<file path="config.mk">
export PLATFORM = sky130hd
export DESIGN_NAME = bscan_chain
export DESIGN_NICKNAME = d
export VERILOG_FILES = /design/src/rtl/bsc_pkg.sv /design/src/rtl/bsc_scan_cell.sv /design/src/rtl/bsc_update_bank.sv /design/src/rtl/bsc_pad_mux.sv /design/src/rtl/bscan_chain.sv
export SDC_FILE = /design/constraint.sdc
export NUM_CORES = 1
export LEC_CHECK = 0
export BUFFER_PORTS_ARGS = -buffer_cell sky130_fd_sc_hd__buf_2
export CORE_MARGIN = 4
export CORE_UTILIZATION = 54
export CTS_BUF_LIST = sky130_fd_sc_hd__clkbuf_2
export DETAILED_ROUTE_END_ITERATION = 12
export MAX_ROUTING_LAYER = met4
export PLACE_DENSITY_LB_ADDON = 0.05
export SLEW_MARGIN = 30
export SYNTH_ARGS = -nofsm -noshare
export SYNTH_HDL_FRONTEND = slang
export SYNTH_SLANG_ARGS = --single-unit
</file>
<file path="constraint.sdc">
create_clock -name tck -period 1.5 [get_ports tck]
set_clock_uncertainty 0.05 [all_clocks]
set_input_delay 0.375 -clock tck [delete_from_list [all_inputs] [get_ports tck]]
set_output_delay 0.375 -clock tck [all_outputs]
set_load 0.03 [all_outputs]
</file>
<file path="src/rtl/bsc_pkg.sv">
package bsc_pkg;

  typedef enum logic [2:0] {
    CK_TDO_EN,
    CK_TDO_DAT,
    CK_PIN_IN,
    CK_PIN_OUT,
    CK_PIN_EN,
    CK_IN_ONLY,
    CK_OUT_ONLY,
    CK_UPD_CTL
  } cell_kind_e;

  function automatic int chain_len(input int nb, input int ni, input int no);
    return 3 * nb + ni + no + 3;
  endfunction

  function automatic int pos_pin_in(input int k);
    return 2 + 3 * k;
  endfunction

  function automatic int pos_pin_out(input int k);
    return 3 + 3 * k;
  endfunction

  function automatic int pos_pin_en(input int k);
    return 4 + 3 * k;
  endfunction

  function automatic int pos_in_only(input int j, input int nb);
    return 2 + 3 * nb + j;
  endfunction

  function automatic int pos_out_only(input int j, input int nb, input int ni);
    return 2 + 3 * nb + ni + j;
  endfunction

  // Classifies chain bit i; the result selects the capture source of the cell.
  function automatic cell_kind_e kind_of(input int i, input int nb,
                                         input int ni, input int no);
    if (i == 0) return CK_TDO_EN;
    if (i == 1) return CK_TDO_DAT;
    if (i == chain_len(nb, ni, no) - 1) return CK_UPD_CTL;
    if (i < 2 + 3 * nb) begin
      case ((i - 2) % 3)
        0:       return CK_PIN_IN;
        1:       return CK_PIN_OUT;
        default: return CK_PIN_EN;
      endcase
    end
    if (i < 2 + 3 * nb + ni) return CK_IN_ONLY;
    return CK_OUT_ONLY;
  endfunction

endpackage

</file>
<file path="src/rtl/bsc_scan_cell.sv">
module bsc_scan_cell (
  input  logic tck,
  input  logic trst_n,
  input  logic dr_clk_en,
  input  logic shift_dr,
  input  logic cap_d,
  input  logic ser_d,
  output logic sh_q
);

  logic mux_d;

  // Capture/shift selection ahead of the shift flip-flop.
  assign mux_d = shift_dr ? ser_d : cap_d;

  always_ff @(posedge tck or negedge trst_n) begin
    if (!trst_n)        sh_q <= 1'b0;
    else if (dr_clk_en) sh_q <= mux_d;
  end

  a_r3_shift_step: assert property (@(posedge tck) disable iff (!trst_n)
    (dr_clk_en && shift_dr) |=> (sh_q == $past(ser_d)));

  a_r4_capture_load: assert property (@(posedge tck) disable iff (!trst_n)
    (dr_clk_en && !shift_dr) |=> (sh_q == $past(cap_d)));

  a_r11_hold_idle: assert property (@(posedge tck) disable iff (!trst_n)
    !dr_clk_en |=> $stable(sh_q));

endmodule

</file>
<file path="src/rtl/bsc_update_bank.sv">
module bsc_update_bank #(
  parameter int W = 4
) (
  input  logic         tck,
  input  logic         trst_n,
  input  logic         update_dr,
  input  logic [W-1:0] d,
  output logic [W-1:0] q
);

  always_ff @(posedge tck or negedge trst_n) begin
    if (!trst_n)        q <= '0;
    else if (update_dr) q <= d;
  end

  a_r6_hold_between: assert property (@(posedge tck) disable iff (!trst_n)
    !update_dr |=> $stable(q));

  a_r6_load_on_strobe: assert property (@(posedge tck) disable iff (!trst_n)
    update_dr |=> (q == $past(d)));

endmodule

</file>
<file path="src/rtl/bsc_pad_mux.sv">
module bsc_pad_mux #(
  parameter int W = 4
) (
  input  logic         extest,
  input  logic [W-1:0] core_v,
  input  logic [W-1:0] scan_v,
  output logic [W-1:0] pad_v
);

  always_comb begin
    pad_v = extest ? scan_v : core_v;
  end

endmodule

</file>
<file path="src/rtl/bscan_chain.sv">
module bscan_chain #(
  parameter int N_BIDIR = 4,
  parameter int N_IN    = 2,
  parameter int N_OUT   = 2
) (
  input  logic               tck,
  input  logic               trst_n,
  input  logic               tdi,
  output logic               tdo,
  input  logic               dr_clk_en,
  input  logic               shift_dr,
  input  logic               update_dr,
  input  logic               extest,
  input  logic [N_BIDIR-1:0] core_o,
  input  logic [N_BIDIR-1:0] core_oe,
  output logic [N_BIDIR-1:0] core_i,
  input  logic [N_BIDIR-1:0] pad_i,
  output logic [N_BIDIR-1:0] pad_o,
  output logic [N_BIDIR-1:0] pad_oe,
  input  logic [N_IN-1:0]    in_pad,
  output logic [N_IN-1:0]    in_core,
  input  logic [N_OUT-1:0]   oo_core,
  output logic [N_OUT-1:0]   oo_pad,
  output logic               aux_tdo_oe,
  output logic               aux_tdo_d,
  output logic               aux_upd
);
  import bsc_pkg::*;

  localparam int L = chain_len(N_BIDIR, N_IN, N_OUT);

  logic [L-1:0]       sh;
  logic [L-1:0]       ser;
  logic [L-1:0]       cap;
  logic [N_BIDIR-1:0] out_sd, oe_sd, out_up, oe_up;
  logic [N_OUT-1:0]   oo_sd, oo_up;
  logic [2:0]         aux_sd, aux_up;

  // Serial path: tdi enters at the top, bit 0 leaves on tdo.
  assign ser = {tdi, sh[L-1:1]};
  assign tdo = sh[0];

  // Receive paths are only observed, never intercepted.
  assign core_i  = pad_i;
  assign in_core = in_pad;

  for (genvar i = 0; i < L; i++) begin : g_cell
    localparam cell_kind_e KIND = kind_of(i, N_BIDIR, N_IN, N_OUT);
    if (KIND == CK_PIN_IN) begin : g_pin_in
      assign cap[i] = pad_i[(i - 2) / 3];
    end else if (KIND == CK_PIN_OUT) begin : g_pin_out
      assign cap[i] = pad_o[(i - 3) / 3];
    end else if (KIND == CK_PIN_EN) begin : g_pin_en
      assign cap[i] = pad_oe[(i - 4) / 3];
    end else if (KIND == CK_IN_ONLY) begin : g_in_only
      assign cap[i] = in_pad[i - 2 - 3 * N_BIDIR];
    end else if (KIND == CK_OUT_ONLY) begin : g_out_only
      assign cap[i] = oo_pad[i - 2 - 3 * N_BIDIR - N_IN];
    end else begin : g_fixed
      assign cap[i] = 1'b0;
    end

    bsc_scan_cell u_cell (
      .tck       (tck),
      .trst_n    (trst_n),
      .dr_clk_en (dr_clk_en),
      .shift_dr  (shift_dr),
      .cap_d     (cap[i]),
      .ser_d     (ser[i]),
      .sh_q      (sh[i])
    );
  end

  for (genvar k = 0; k < N_BIDIR; k++) begin : g_bidir_tap
    assign out_sd[k] = sh[pos_pin_out(k)];
    assign oe_sd[k]  = sh[pos_pin_en(k)];
  end

  for (genvar j = 0; j < N_OUT; j++) begin : g_oonly_tap
    assign oo_sd[j] = sh[pos_out_only(j, N_BIDIR, N_IN)];
  end

  assign aux_sd = {sh[L-1], sh[1], sh[0]};

  bsc_update_bank #(.W(N_BIDIR)) u_upd_out (
    .tck(tck), .trst_n(trst_n), .update_dr(update_dr), .d(out_sd), .q(out_up));

  bsc_update_bank #(.W(N_BIDIR)) u_upd_oe (
    .tck(tck), .trst_n(trst_n), .update_dr(update_dr), .d(oe_sd), .q(oe_up));

  bsc_update_bank #(.W(N_OUT)) u_upd_oo (
    .tck(tck), .trst_n(trst_n), .update_dr(update_dr), .d(oo_sd), .q(oo_up));

  bsc_update_bank #(.W(3)) u_upd_aux (
    .tck(tck), .trst_n(trst_n), .update_dr(update_dr), .d(aux_sd), .q(aux_up));

  bsc_pad_mux #(.W(N_BIDIR)) u_mux_out (
    .extest(extest), .core_v(core_o), .scan_v(out_up), .pad_v(pad_o));

  bsc_pad_mux #(.W(N_BIDIR)) u_mux_oe (
    .extest(extest), .core_v(core_oe), .scan_v(oe_up), .pad_v(pad_oe));

  bsc_pad_mux #(.W(N_OUT)) u_mux_oo (
    .extest(extest), .core_v(oo_core), .scan_v(oo_up), .pad_v(oo_pad));

  assign aux_tdo_oe = aux_up[0];
  assign aux_tdo_d  = aux_up[1];
  assign aux_upd    = aux_up[2];

  // the top cell takes tdi one clock after a shift, so a bit needs L shifts to reach tdo.
  a_r2_entry_at_top: assert property (@(posedge tck) disable iff (!trst_n)
    (dr_clk_en && shift_dr) |=> (sh[L-1] == $past(tdi)));

  a_r3_exit_at_bottom: assert property (@(posedge tck) disable iff (!trst_n)
    (dr_clk_en && shift_dr) |=> (tdo == $past(sh[1])));

  a_r6_pads_steady_in_extest: assert property (@(posedge tck) disable iff (!trst_n)
    (extest && $past(extest) && !$past(update_dr)) |-> $stable(pad_o) && $stable(pad_oe));

endmodule

</file>
==> results.tsv <==
metric	value	unit
hold_ws	166	ps
cts bufs inserted	5	
max incr delay on CP	420	ps
simple-gate share of the synthesized area	6.74	%
deepest clock path buffer count	2	
Synth Instances	123	
HPWL after DPL	2200	um
total clock sinks	32	
CTS tree	built	
power per standard cell area	1220	nW/um^2
Synth Flop Type	dfrtp_1	
critical path fanouts, max	2	
FP Rows	19	
#FFs+latches synth	32	
final hold vios	0	
adder-cell share of the synthesized area	0	%
largest cells by area after synthesis	dfrtp_1 (51%), mux2_2 (12%), buf_4 (8.1%)	
period utilization	110	%
Compound-Gate Fraction of Synth Area	9.83	%
Sw Share	29.8	%
post-layout min period	1640	ps
IO Pins	43	
Final Max Slew Viols	0	
met2 usage	29.9	%
Hold/Removal Path Class	in2reg	
antenna diode count	0	
# DRC	0	
setup TNS	-1180	ps
global-route wire length before repair	5040	um
number of synthesized flops with an enable pin	0	
CP max-delay cell	dfrtp_1	
Sequential Power Share	46.8	%
Die ar.	3850	um^2
gr busiest metal	met2	
internal power	1.63	mW
Finished Core Util	68.2	%
CP Launch Type	register	
Leak	0.974	nW
initial antenna violation count	0	
status	finished with violations	
CTS H-tree lvls	2	
top cells by count, synth	dfrtp_1 (32), buf_4 (17), mux2_2 (17)	
NetSw	0.691	mW
Fill cells	238	
syn nets	146	
Routed WL	3280	um
Setup CP Type	reg2out	
met3 Track Usage GR	6.82	%
Skew-Pair Late Insertion Delay	380	ps
post-route setup slack	-143	ps
post-detailed-route count of antenna-violating nets	0	
placed instance count	178	
CTS clk-pin slew, worst paths	180	ps
Avg WL per Cell	17.0	um
Tot GR Track Use	19.8	%
first drt pass iteration count	4	
failing checks	negative setup slack	
maximum VDD drop	0.00109	V
Crit. End Element	output port	
vias in the first global route	1055	
grt met1 use	25.0	%
die height	62.1	um
ys async rst share	100	%
Slew headroom	45.9	%
1st-iter DRT viols	39	
mux cell area share after synthesis	21.6	%
yosys warns	0	
Clk network pwr share	25.2	%
largest area contributor in the netlist	dfrtp_1	
synth unique cells	16	
Max-Cap Viols	0	
Root Buffer Master	clkbuf_2	
post-synth top area share	50.8	%
sequential fraction of the synthesis area	50.8	%
Placer Congestion	0.696	
Core Area	2780	um^2
worst path required time	1070	ps
WP data arrival	1220	ps
post-synthesis cell area	1580	um^2
Starting Density	56.7	%
most frequent cell after synthesis	dfrtp_1	
RSZ-0062 raised after global routing	yes	
Via density	5.45	
layout cells sized above 1	52.5	%
NumNets Final	184	
cell breakdown of the critical path	mux2_4, buf_6	
Worst-Margin Slew	810	ps
largest net degree at the start of global routing	33	
Reg area	801	um^2
GRT Residual Overflow	0	
chip width	62.1	um
Combinational Power Share	28.0	%
max frequency	608	MHz
DR vias	1052	
multi-input logic area	611	um^2
XOR/XNOR share of the synthesized area	0	%
Final setup viols	10	
syn_area_per_cell	12.8	um^2
largest family of logic cells by synthesized area	multiplexers	
Area Overhead vs Synth	20.2	%
# port buffers	42	
non-filler cells, final	193	
## critical path: cells and delay by family, from the launching register on
kind                   cells  cell delay (ps)
buffers and inverters      1              140
flip-flops                 1              420
multiplexers               1              280
## flip-flops by register name, summed over array words and instances (netlist names)
signal              cells
g_cell.u_cell.sh_q     19
u_upd_oe.q              4
u_upd_out.q             4
u_upd_aux.q             3
u_upd_oo.q              2
## repair_timing
item	CTS	global route
buffers inserted	5	1
endpoints found under the setup margin	10	10
resized for setup	21	1
hold buffers	1	0
hold endpoints to repair	32	0
## cell type report
class                   count  share of cell area (%)
repair buffers             54                    19.9
inverters                   1                   0.198
clock buffers               6                    1.58
flip-flops and latches     32                    42.2
well taps                  31                    2.04
clock inverters             2                    1.85
multi-input cells          67                    32.2
## cell families (layout without fill, tap and decap cells)
family,Yosys count,in the layout
compound gates,19,19
flops,32,32
buf+inv,24,63
simple gates,19,19
mux,29,29
## through the flow
step	setup slack [ps]	total power, mW	area (um^2)
floorplan	61.0	1.54	1580
global placement	-64.8	1.63	1710
detailed placement	-75.8	1.65	1710
CTS	-169	2.33	1890
global route	-223	2.45	1900
finish	-143	2.32	1900
## power groups by stage
stage | logic [mW] | registers, mW | clock network (mW)
after floorplan | 0.444 | 1.10 | 0
after global placement | 0.537 | 1.09 | 0
after detailed placement | 0.547 | 1.10 | 0
after CTS | 0.646 | 1.08 | 0.598
after global routing | 0.700 | 1.10 | 0.645
final | 0.650 | 1.09 | 0.584
## layout by cell type, fill, tap and decap left out, drive strengths merged, types with 3 or more instances in the layout
| cell | n |
|---|---|
| a21oi | 6 |
| a221o | 9 |
| a22o | 3 |
| buf | 53 |
| clkbuf | 6 |
| dfrtp | 32 |
| mux2 | 23 |
| mux2i | 6 |
| nor2 | 6 |
| nor2b | 11 |
## routing by layer
| metal | routed length (um) | part of all wire (%) |
|---|---|---|
| met1 | 1470 | 45 |
| met4 | 19 | 0.58 |
| met5 | 0 | 0 |
| met3 | 211 | 6.4 |
| met2 | 1580 | 48 |
## final timing paths
check / from / end / slack [ps] / depth (start not counted)
min: tdi / g_cell[18].u_cell.sh_q$_DFFE_PN0P_ / 170 / 2
min reg2reg: g_cell[2].u_cell.sh_q$_DFFE_PN0P_ / g_cell[1].u_cell.sh_q$_DFFE_PN0P_ / 470 / 1
min in group asynchronous: trst_n / u_upd_oe.q[0]$_DFFE_PN0P_ / 470 / 3
max in group asynchronous: trst_n / g_cell[12].u_cell.sh_q$_DFFE_PN0P_ / 610 / 3
max: u_upd_oo.q[0]$_DFFE_PN0P_ / oo_pad[0] / -140 / 2
max reg2reg: u_upd_oe.q[2]$_DFFE_PN0P_ / g_cell[10].u_cell.sh_q$_DFFE_PN0P_ / 200 / 3
No activity file was read; power rests on OpenSTA's default activity.
